`config.mk`:
```
export PLATFORM = sky130hd
export DESIGN_NAME = lsc_core
export DESIGN_NICKNAME = d
export VERILOG_FILES = /design/src/rtl/lsc_pkg.sv /design/src/rtl/lsc_regfile.sv /design/src/rtl/lsc_decode.sv /design/src/rtl/lsc_lsu.sv /design/src/rtl/lsc_core.sv
export SDC_FILE = /design/constraint.sdc
export NUM_CORES = 2
export LEC_CHECK = 0
export ABC_AREA = 1
export BUFFER_PORTS_ARGS = -buffer_cell sky130_fd_sc_hd__buf_2
export CAP_MARGIN = 10
export CORE_ASPECT_RATIO = 1.1
export CORE_MARGIN = 5
export CORE_UTILIZATION = 30
export DETAILED_ROUTE_END_ITERATION = 8
export HOLD_SLACK_MARGIN = 0.15
export PLACE_DENSITY = 0.48
export SLEW_MARGIN = 20
export SYNTH_ARGS = -nofsm -noshare
export SYNTH_HDL_FRONTEND = slang
export SYNTH_SLANG_ARGS = --single-unit
```
`constraint.sdc`:
```
create_clock -name clk -period 15.8 [get_ports clk]
set_clock_uncertainty 0.2 [all_clocks]
set_input_delay 3.16 -clock clk [delete_from_list [all_inputs] [get_ports clk]]
set_output_delay 3.16 -clock clk [all_outputs]
set_load 0.02 [all_outputs]
```
`src/rtl/lsc_pkg.sv`:
```
// Package lsc_pkg
// Shared encodings, control enums and the decoded control bundle for the
// single-cycle core. Assumes a 32-bit word and 5-bit register index fields.
package lsc_pkg;
    localparam int XLEN  = 32;
    localparam int NLANE = XLEN / 8;

    localparam logic [5:0] OP_REG  = 6'b000000;
    localparam logic [5:0] OP_J    = 6'b000010;
    localparam logic [5:0] OP_JAL  = 6'b000011;
    localparam logic [5:0] OP_BEQ  = 6'b000100;
    localparam logic [5:0] OP_BNE  = 6'b000101;
    localparam logic [5:0] OP_ADDI = 6'b001000;
    localparam logic [5:0] OP_SLTI = 6'b001010;
    localparam logic [5:0] OP_LUI  = 6'b001111;
    localparam logic [5:0] OP_LB   = 6'b100000;
    localparam logic [5:0] OP_LW   = 6'b100011;
    localparam logic [5:0] OP_SB   = 6'b101000;
    localparam logic [5:0] OP_SW   = 6'b101011;

    localparam logic [5:0] FN_JR  = 6'b001000;
    localparam logic [5:0] FN_ADD = 6'b100000;
    localparam logic [5:0] FN_SUB = 6'b100010;
    localparam logic [5:0] FN_SLT = 6'b101010;

    localparam logic [4:0] LINK_REG = 5'd31;

    typedef enum logic [1:0] {ALU_ADD, ALU_SUB, ALU_SLT, ALU_LUI} alu_op_e;
    typedef enum logic [1:0] {WB_ALU, WB_MEM, WB_LINK} wb_sel_e;
    typedef enum logic [2:0] {NX_SEQ, NX_BEQ, NX_BNE, NX_JUMP, NX_JREG} nx_sel_e;

    typedef struct packed {
        logic       wb_en;
        logic [4:0] wb_addr;
        wb_sel_e    wb_sel;
        alu_op_e    alu_op;
        logic       use_imm;
        logic       mem_rd;
        logic       mem_wr;
        logic       mem_byte;
        nx_sel_e    nx_sel;
    } ctrl_t;
endpackage

```
`src/rtl/lsc_regfile.sv`:
```
// Module lsc_regfile
// Two read ports, one write port. Reads are combinational and the write lands
// on the rising edge. Entry 0 is never written, and reset clears all entries,
// so entry 0 reads zero for ever. Assumes NREG is a power of two.
module lsc_regfile #(
    parameter int NREG = 32,
    parameter int DW   = 32,
    parameter int AW   = $clog2(NREG)
) (
    input  logic          clk,
    input  logic          rst_n,
    input  logic [AW-1:0] ra_a,
    input  logic [AW-1:0] ra_b,
    output logic [DW-1:0] rd_a,
    output logic [DW-1:0] rd_b,
    input  logic          we,
    input  logic [AW-1:0] wa,
    input  logic [DW-1:0] wd
);
    logic [DW-1:0] regs [NREG];

    // Storage update: clear on reset, otherwise write any entry except 0.
    always_ff @(posedge clk) begin
        if (!rst_n) begin
            for (int i = 0; i < NREG; i++) regs[i] <= '0;
        end else if (we && (wa != '0)) begin
            regs[wa] <= wd;
        end
    end

    // Read ports: direct array lookup.
    assign rd_a = regs[ra_a];
    assign rd_b = regs[ra_b];

    p_zero_read_a_r2: assert property (@(posedge clk) disable iff (!rst_n)
        (ra_a == '0) |-> (rd_a == '0));
    p_zero_read_b_r2: assert property (@(posedge clk) disable iff (!rst_n)
        (ra_b == '0) |-> (rd_b == '0));
endmodule

```
`src/rtl/lsc_decode.sv`:
```
// Module lsc_decode
// Turns an instruction word into a control bundle, the register indices and
// the sign-extended immediate. Any unrecognised op or funct yields the
// all-quiet bundle: no write-back, no memory access, sequential PC.
module lsc_decode
    import lsc_pkg::*;
(
    input  logic [XLEN-1:0] instr,
    output ctrl_t           ctrl,
    output logic [4:0]      rs_idx,
    output logic [4:0]      rt_idx,
    output logic [XLEN-1:0] imm_sx
);
    logic [5:0] op;
    logic [5:0] fn;
    logic [4:0] rd_idx;

    assign op     = instr[31:26];
    assign fn     = instr[5:0];
    assign rs_idx = instr[25:21];
    assign rt_idx = instr[20:16];
    assign rd_idx = instr[15:11];
    assign imm_sx = {{(XLEN-16){instr[15]}}, instr[15:0]};

    // Control generation: start from a quiet bundle, then enable per opcode.
    always_comb begin
        ctrl          = '0;
        ctrl.wb_sel   = WB_ALU;
        ctrl.alu_op   = ALU_ADD;
        ctrl.nx_sel   = NX_SEQ;
        case (op)
            OP_REG: begin
                case (fn)
                    FN_ADD: begin
                        ctrl.wb_en   = 1'b1;
                        ctrl.wb_addr = rd_idx;
                    end
                    FN_SUB: begin
                        ctrl.wb_en   = 1'b1;
                        ctrl.wb_addr = rd_idx;
                        ctrl.alu_op  = ALU_SUB;
                    end
                    FN_SLT: begin
                        ctrl.wb_en   = 1'b1;
                        ctrl.wb_addr = rd_idx;
                        ctrl.alu_op  = ALU_SLT;
                    end
                    FN_JR:   ctrl.nx_sel = NX_JREG;
                    default: ;
                endcase
            end
            OP_ADDI: begin
                ctrl.wb_en   = 1'b1;
                ctrl.wb_addr = rt_idx;
                ctrl.use_imm = 1'b1;
            end
            OP_SLTI: begin
                ctrl.wb_en   = 1'b1;
                ctrl.wb_addr = rt_idx;
                ctrl.use_imm = 1'b1;
                ctrl.alu_op  = ALU_SLT;
            end
            OP_LUI: begin
                ctrl.wb_en   = 1'b1;
                ctrl.wb_addr = rt_idx;
                ctrl.alu_op  = ALU_LUI;
            end
            OP_LW, OP_LB: begin
                ctrl.wb_en    = 1'b1;
                ctrl.wb_addr  = rt_idx;
                ctrl.use_imm  = 1'b1;
                ctrl.mem_rd   = 1'b1;
                ctrl.wb_sel   = WB_MEM;
                ctrl.mem_byte = (op == OP_LB);
            end
            OP_SW, OP_SB: begin
                ctrl.use_imm  = 1'b1;
                ctrl.mem_wr   = 1'b1;
                ctrl.mem_byte = (op == OP_SB);
            end
            OP_BEQ: ctrl.nx_sel = NX_BEQ;
            OP_BNE: ctrl.nx_sel = NX_BNE;
            OP_J:   ctrl.nx_sel = NX_JUMP;
            OP_JAL: begin
                ctrl.nx_sel  = NX_JUMP;
                ctrl.wb_en   = 1'b1;
                ctrl.wb_addr = LINK_REG;
                ctrl.wb_sel  = WB_LINK;
            end
            default: ;
        endcase
    end
endmodule

```
`src/rtl/lsc_lsu.sv`:
```
// Module lsc_lsu
// Byte-lane steering for the data port. Stores: word stores enable all lanes,
// byte stores enable the one lane picked by the low address bits and copy the
// byte to every lane. Loads: a byte load picks its lane and sign-extends it.
// Assumes little-endian lane numbering and aligned word accesses.
module lsc_lsu #(
    parameter int DW    = 32,
    parameter int LANES = DW / 8,
    parameter int LW    = $clog2(LANES)
) (
    input  logic [LW-1:0]    lane_sel,
    input  logic             mem_wr,
    input  logic             mem_byte,
    input  logic [DW-1:0]    store_data,
    input  logic [DW-1:0]    rdata,
    output logic [LANES-1:0] be,
    output logic [DW-1:0]    wdata,
    output logic [DW-1:0]    load_val
);
    logic [7:0] lane_byte [LANES];
    logic [7:0] picked;

    // Split the read word into lanes.
    for (genvar g = 0; g < LANES; g++) begin : g_lane
        assign lane_byte[g] = rdata[8*g +: 8];
    end

    // Write-enable generation.
    always_comb begin
        be = '0;
        if (mem_wr) be = mem_byte ? (LANES'(1) << lane_sel) : '1;
    end

    // Store data: full word, or the low byte copied to all lanes.
    assign wdata    = mem_byte ? {LANES{store_data[7:0]}} : store_data;

    // Load data: full word, or the chosen lane sign-extended.
    assign picked   = lane_byte[lane_sel];
    assign load_val = mem_byte ? {{(DW-8){picked[7]}}, picked} : rdata;
endmodule

```
`src/rtl/lsc_core.sv`:
```
// Module lsc_core
// Single-cycle core top. Fetch, decode, register read, ALU, data access and
// write-back all happen inside one clock period. The PC and the register file
// update on the rising edge. Assumes both memories answer combinationally and
// that instruction addresses are word aligned. There is no delay slot.
module lsc_core
    import lsc_pkg::*;
#(
    parameter int NREG = 32
) (
    input  logic             clk,
    input  logic             rst_n,
    output logic [XLEN-1:0]  imem_addr,
    input  logic [XLEN-1:0]  imem_rdata,
    output logic [XLEN-1:0]  dmem_addr,
    output logic [XLEN-1:0]  dmem_wdata,
    output logic [NLANE-1:0] dmem_be,
    input  logic [XLEN-1:0]  dmem_rdata
);
    localparam int LW = $clog2(NLANE);

    ctrl_t           ctrl;
    logic [4:0]      rs_idx, rt_idx;
    logic [XLEN-1:0] imm_sx;
    logic [XLEN-1:0] pc_q, pc_d, pc_plus4, br_target, j_target;
    logic [XLEN-1:0] rs_v, rt_v, alu_b, alu_y, load_val, rf_wd;

    lsc_decode u_decode (
        .instr  (imem_rdata),
        .ctrl   (ctrl),
        .rs_idx (rs_idx),
        .rt_idx (rt_idx),
        .imm_sx (imm_sx)
    );

    lsc_regfile #(.NREG(NREG), .DW(XLEN)) u_regs (
        .clk   (clk),
        .rst_n (rst_n),
        .ra_a  (rs_idx),
        .ra_b  (rt_idx),
        .rd_a  (rs_v),
        .rd_b  (rt_v),
        .we    (ctrl.wb_en),
        .wa    (ctrl.wb_addr),
        .wd    (rf_wd)
    );

    // ALU: add, subtract, signed compare, upper-immediate placement.
    assign alu_b = ctrl.use_imm ? imm_sx : rt_v;
    always_comb begin
        case (ctrl.alu_op)
            ALU_SUB: alu_y = rs_v - alu_b;
            ALU_SLT: alu_y = {{(XLEN-1){1'b0}}, ($signed(rs_v) < $signed(alu_b))};
            ALU_LUI: alu_y = {imm_sx[15:0], 16'h0000};
            default: alu_y = rs_v + alu_b;
        endcase
    end

    lsc_lsu #(.DW(XLEN)) u_lsu (
        .lane_sel   (alu_y[LW-1:0]),
        .mem_wr     (ctrl.mem_wr),
        .mem_byte   (ctrl.mem_byte),
        .store_data (rt_v),
        .rdata      (dmem_rdata),
        .be         (dmem_be),
        .wdata      (dmem_wdata),
        .load_val   (load_val)
    );
    assign dmem_addr = alu_y;

    // Write-back source selection.
    always_comb begin
        case (ctrl.wb_sel)
            WB_MEM:  rf_wd = load_val;
            WB_LINK: rf_wd = pc_plus4;
            default: rf_wd = alu_y;
        endcase
    end

    // Next-PC candidates and selection.
    assign pc_plus4  = pc_q + XLEN'(4);
    assign br_target = pc_plus4 + {imm_sx[XLEN-3:0], 2'b00};
    assign j_target  = {pc_plus4[31:28], imem_rdata[25:0], 2'b00};
    always_comb begin
        case (ctrl.nx_sel)
            NX_BEQ:  pc_d = (rs_v == rt_v) ? br_target : pc_plus4;
            NX_BNE:  pc_d = (rs_v != rt_v) ? br_target : pc_plus4;
            NX_JUMP: pc_d = j_target;
            NX_JREG: pc_d = rs_v;
            default: pc_d = pc_plus4;
        endcase
    end

    // Program counter register.
    always_ff @(posedge clk) begin
        if (!rst_n) pc_q <= '0;
        else        pc_q <= pc_d;
    end
    assign imem_addr = pc_q;

    p_seq_step_r11: assert property (@(posedge clk) disable iff (!rst_n)
        (ctrl.nx_sel == NX_SEQ) |=> (pc_q == $past(pc_q) + XLEN'(4)));
    p_jreg_target_r8: assert property (@(posedge clk) disable iff (!rst_n)
        (ctrl.nx_sel == NX_JREG) |=> (pc_q == $past(rs_v)));
    p_jump_region_r8: assert property (@(posedge clk) disable iff (!rst_n)
        (ctrl.nx_sel == NX_JUMP) |=> ((pc_q[31:28] == $past(pc_plus4[31:28])) && (pc_q[1:0] == 2'b00)));
    p_lane_count_r10: assert property (@(posedge clk) disable iff (!rst_n)
        (dmem_be != '0) |-> (($countones(dmem_be) == 1) || (dmem_be == '1)));
    p_quiet_port_r12: assert property (@(posedge clk) disable iff (!rst_n)
        (!ctrl.mem_wr) |-> (dmem_be == '0));
endmodule

```
==> results.cfg <==
[finish]
nFillCells = 25300
area_growth_pct = 8.15
drive_gt1_frac = 0.0645
nets = 10000
fin_area_um2 = 77800

[worst_setup_path]
r2r_cells = 24
arrival_ns = 9.71
endpoint_kind = output pin
path_max_fanout = 59
cp_data_required_time_ns = 12.44
reg2reg_to = u_regs.regs[22][24]$_SDFFCE_PN0P_
critPathKind = in -> out
timing.rr.start = u_regs.regs[30][3]$_SDFFCE_PN0P_
ff2ff_setup_slack_ns = 9.37
start_kind = input port

[clocking]
cts_sinks = 1056
cts_resized = 0
htreeDepth = 3
clock_latency_ns = 0.77
cts_tree = yes
clockBufferDepth = 3
cts-buffers-inserted = 117
root_buffer = clkbuf_16
clk_pin_slew_ns = 0.06
cts-hold-fix-buffers = 0
post_cts_buffers = 0

[logic_synthesis]
yosysUniqueCellTypes = 58
post-synth-top-count-cell = nand2_1
syn-mean-instance-area_um2 = 7.12
ys_ff_latch = 1056
synth_edf_count = 1024
yosysTopAreaCell = edfxtp_1
netlist_area_um2 = 72000
synth.top_cell.area_share = 0.427
async_flop_share = 0
seq_area_frac_synth = 0.436
yosys_warnings = 0
syn_inst = 10100
synth_ff_type = edfxtp_1
ys_top_cells_by_count = nand2_1 (3628), nand3_1 (1827), nor2_1 (1253), edfxtp_1 (1024), inv_1 (761)
synthTopCellsByArea = edfxtp_1 (43%), nand2_1 (19%), nand3_1 (13%)

[floorplan]
initial_core_util = 0.301
ios = 166
core_um2 = 239000
die_area_um2 = 250000
rows = 188
die_w_um = 477
die_h_um = 524

[global_route]
antenna_found_initial = 7
grt_use_total = 0.259
grt_max_degree = 229
grt-ovfl-total = 0
grt_pass1_wl_um = 478000
grt_pass1_vias = 66300

[sta]
slew_headroom = 0.177
fin_tns_setup_ns = 0
rsz0062_at_grt = false
min_period_ns = 13.07
tightestPinTransition_ns = 1.22
max_freq_ghz = 0.0765
setup_viol = 0
fin_crit_sh = 0.827
finalHoldViolations = 0
slew_violations = 0

[place]
place_congestion = 0.986
port_buffers = 165
dp_hpwl_um = 216000
dpl_cell_area_um2 = 74100

[power_and_ir_drop]
p_comb_frac = 0.285
intPower_w = 0.00523
p_leak_nw = 34.4
powerDensity_nw_per_um2 = 108
clock_power_share = 0.331
swShare = 0.377
seqPwrFrac = 0.384
ir_drop_uv = 97.9
power.switching_w = 0.00316

[detailed_routing]
drtIter0Drc = 8842
avgViaCountPerCell = 5.43
postRouteAntennaNets = 0
drt-pass1-iter-count = 7
wirelength_um = 338000
post_drt_wl_per_cell_um = 25.8
dr_total_vias = 71100
remaining_drc_errors = 0

[run_status]
status = complete, no violations

[hold_path]
hp-start = imem_addr[0]$_SDFFE_PN0P_
hold_depth = 2
hold_end = imem_addr[0]$_SDFFE_PN0P_
hold_class = reg -> reg

[run]
cap_violations = 0
## state kept, by name, summed over array words and instances, names as in the netlist
register / count
u_regs.regs: 1024
imem_addr: 32
## worst max-delay path by stage
stage / start / end / cells after the start
final: imem_rdata[17] / dmem_addr[24] / 25
after global placement: imem_rdata[17] / dmem_addr[24] / 25
after global routing: imem_rdata[17] / dmem_addr[24] / 25
after floorplan: imem_rdata[17] / dmem_be[3] / 27
after CTS: imem_rdata[17] / dmem_addr[24] / 25
after detailed placement: imem_rdata[17] / dmem_addr[24] / 25
## power groups by stage
stage	clock network [W]	logic (W)	registers [W]
after floorplan	0	0.00147	0.00327
after global placement	0	0.00234	0.00328
after detailed placement	0	0.00234	0.00328
after CTS	0.00281	0.00234	0.00322
after global routing	0.00291	0.00253	0.00323
final	0.00278	0.00239	0.00322
## layout make-up
| class | instances | area (µm²) | share of cell area |
|---|---|---|---|
| sequential | 1056 | 31400 | 0.403 |
| timing repair buffer | 336 | 2360 | 0.0303 |
| clock inverter | 72 | 641 | 0.00823 |
| antenna | 6 | 15.0 | 0.000193 |
| inverter | 775 | 2980 | 0.0383 |
| clock buffer | 142 | 3090 | 0.0396 |
| tap | 3135 | 3920 | 0.0504 |
| multi-input combinational | 7575 | 33400 | 0.430 |
## cells in the final DEF, fill, tap and decap left out, types with 13 or more instances in the layout
cell type,count
a21boi_0,13
a21oi_1,177
a22oi_1,21
buf_12,15
buf_2,156
buf_4,159
clkbuf_1,22
clkbuf_16,120
clkinv_1,40
clkinv_2,19
conb_1,32
dfxtp_1,32
edfxtp_1,1024
ha_1,96
inv_1,756
nand2_1,3583
nand2_2,49
nand3_1,1827
nand4_1,34
nor2_1,1250
nor3_1,28
o211ai_1,13
o21ai_0,210
or2_2,59
xor2_1,55
## cells by family after synthesis
logic type                 after synthesis  synth area share
AOI/OAI and AO/OA                      501            0.0384
and+or+nand+nor                       6876             0.397
adders and majority gates               99            0.0175
DFF                                   1056             0.436
buffers and inverters                 1508             0.103
xor gates and xnor gates                67           0.00815
other                                    1         0.0000521
## worst max-delay path: stages
cell	delay [ns]
buf_8	0.24
buf_4	0.83
buf_4	0.72
nand3_1	0.18
nand3_1	0.11
nand2_1	0.12
nand2_1	0.10
nand2_1	0.12
nand2_1	0.14
nand2_1	0.30
o21ai_0	0.44
ha_1	0.38
inv_1	0.15
nor2_1	0.05
a21oi_1	0.26
nand2_1	0.12
a31oi_1	0.39
a21oi_1	0.20
o21ai_0	0.64
nand2_1	0.11
nand2_1	0.12
xor2_1	0.34
nand2_1	0.15
nand3_1	0.10
buf_2	0.17
## metal layers
| layer | global-route usage | routed length, µm | up-vias |
|---|---|---|---|
| met3 | 0.0457 | 32200 | 713 |
| met1 | 0.340 | 137000 | 34200 |
| met2 | 0.420 | 153000 | 4040 |
| met5 | 0 | 27 | - |
| met4 | 0.111 | 15900 | 4 |
| li1 | - | - | 32200 |
## stage by stage
stage | cells | util | hold slack, ns | total power, W | worst slack (ns)
2_1_floorplan | 10100 | - | 0.353 | 0.00474 | 5.77
3_3_place_gp | 12900 | 0.310 | 0.317 | 0.00562 | 2.94
3_5_place_dp | 12900 | 0.310 | 0.318 | 0.00562 | 3.01
4_1_cts | 13100 | 0.326 | 0.328 | 0.00837 | 3.00
5_1_grt | 13100 | 0.326 | 0.347 | 0.00867 | 2.64
6_report | 13100 | 0.326 | 0.336 | 0.00839 | 2.73
(Power assumes the default switching activity.)
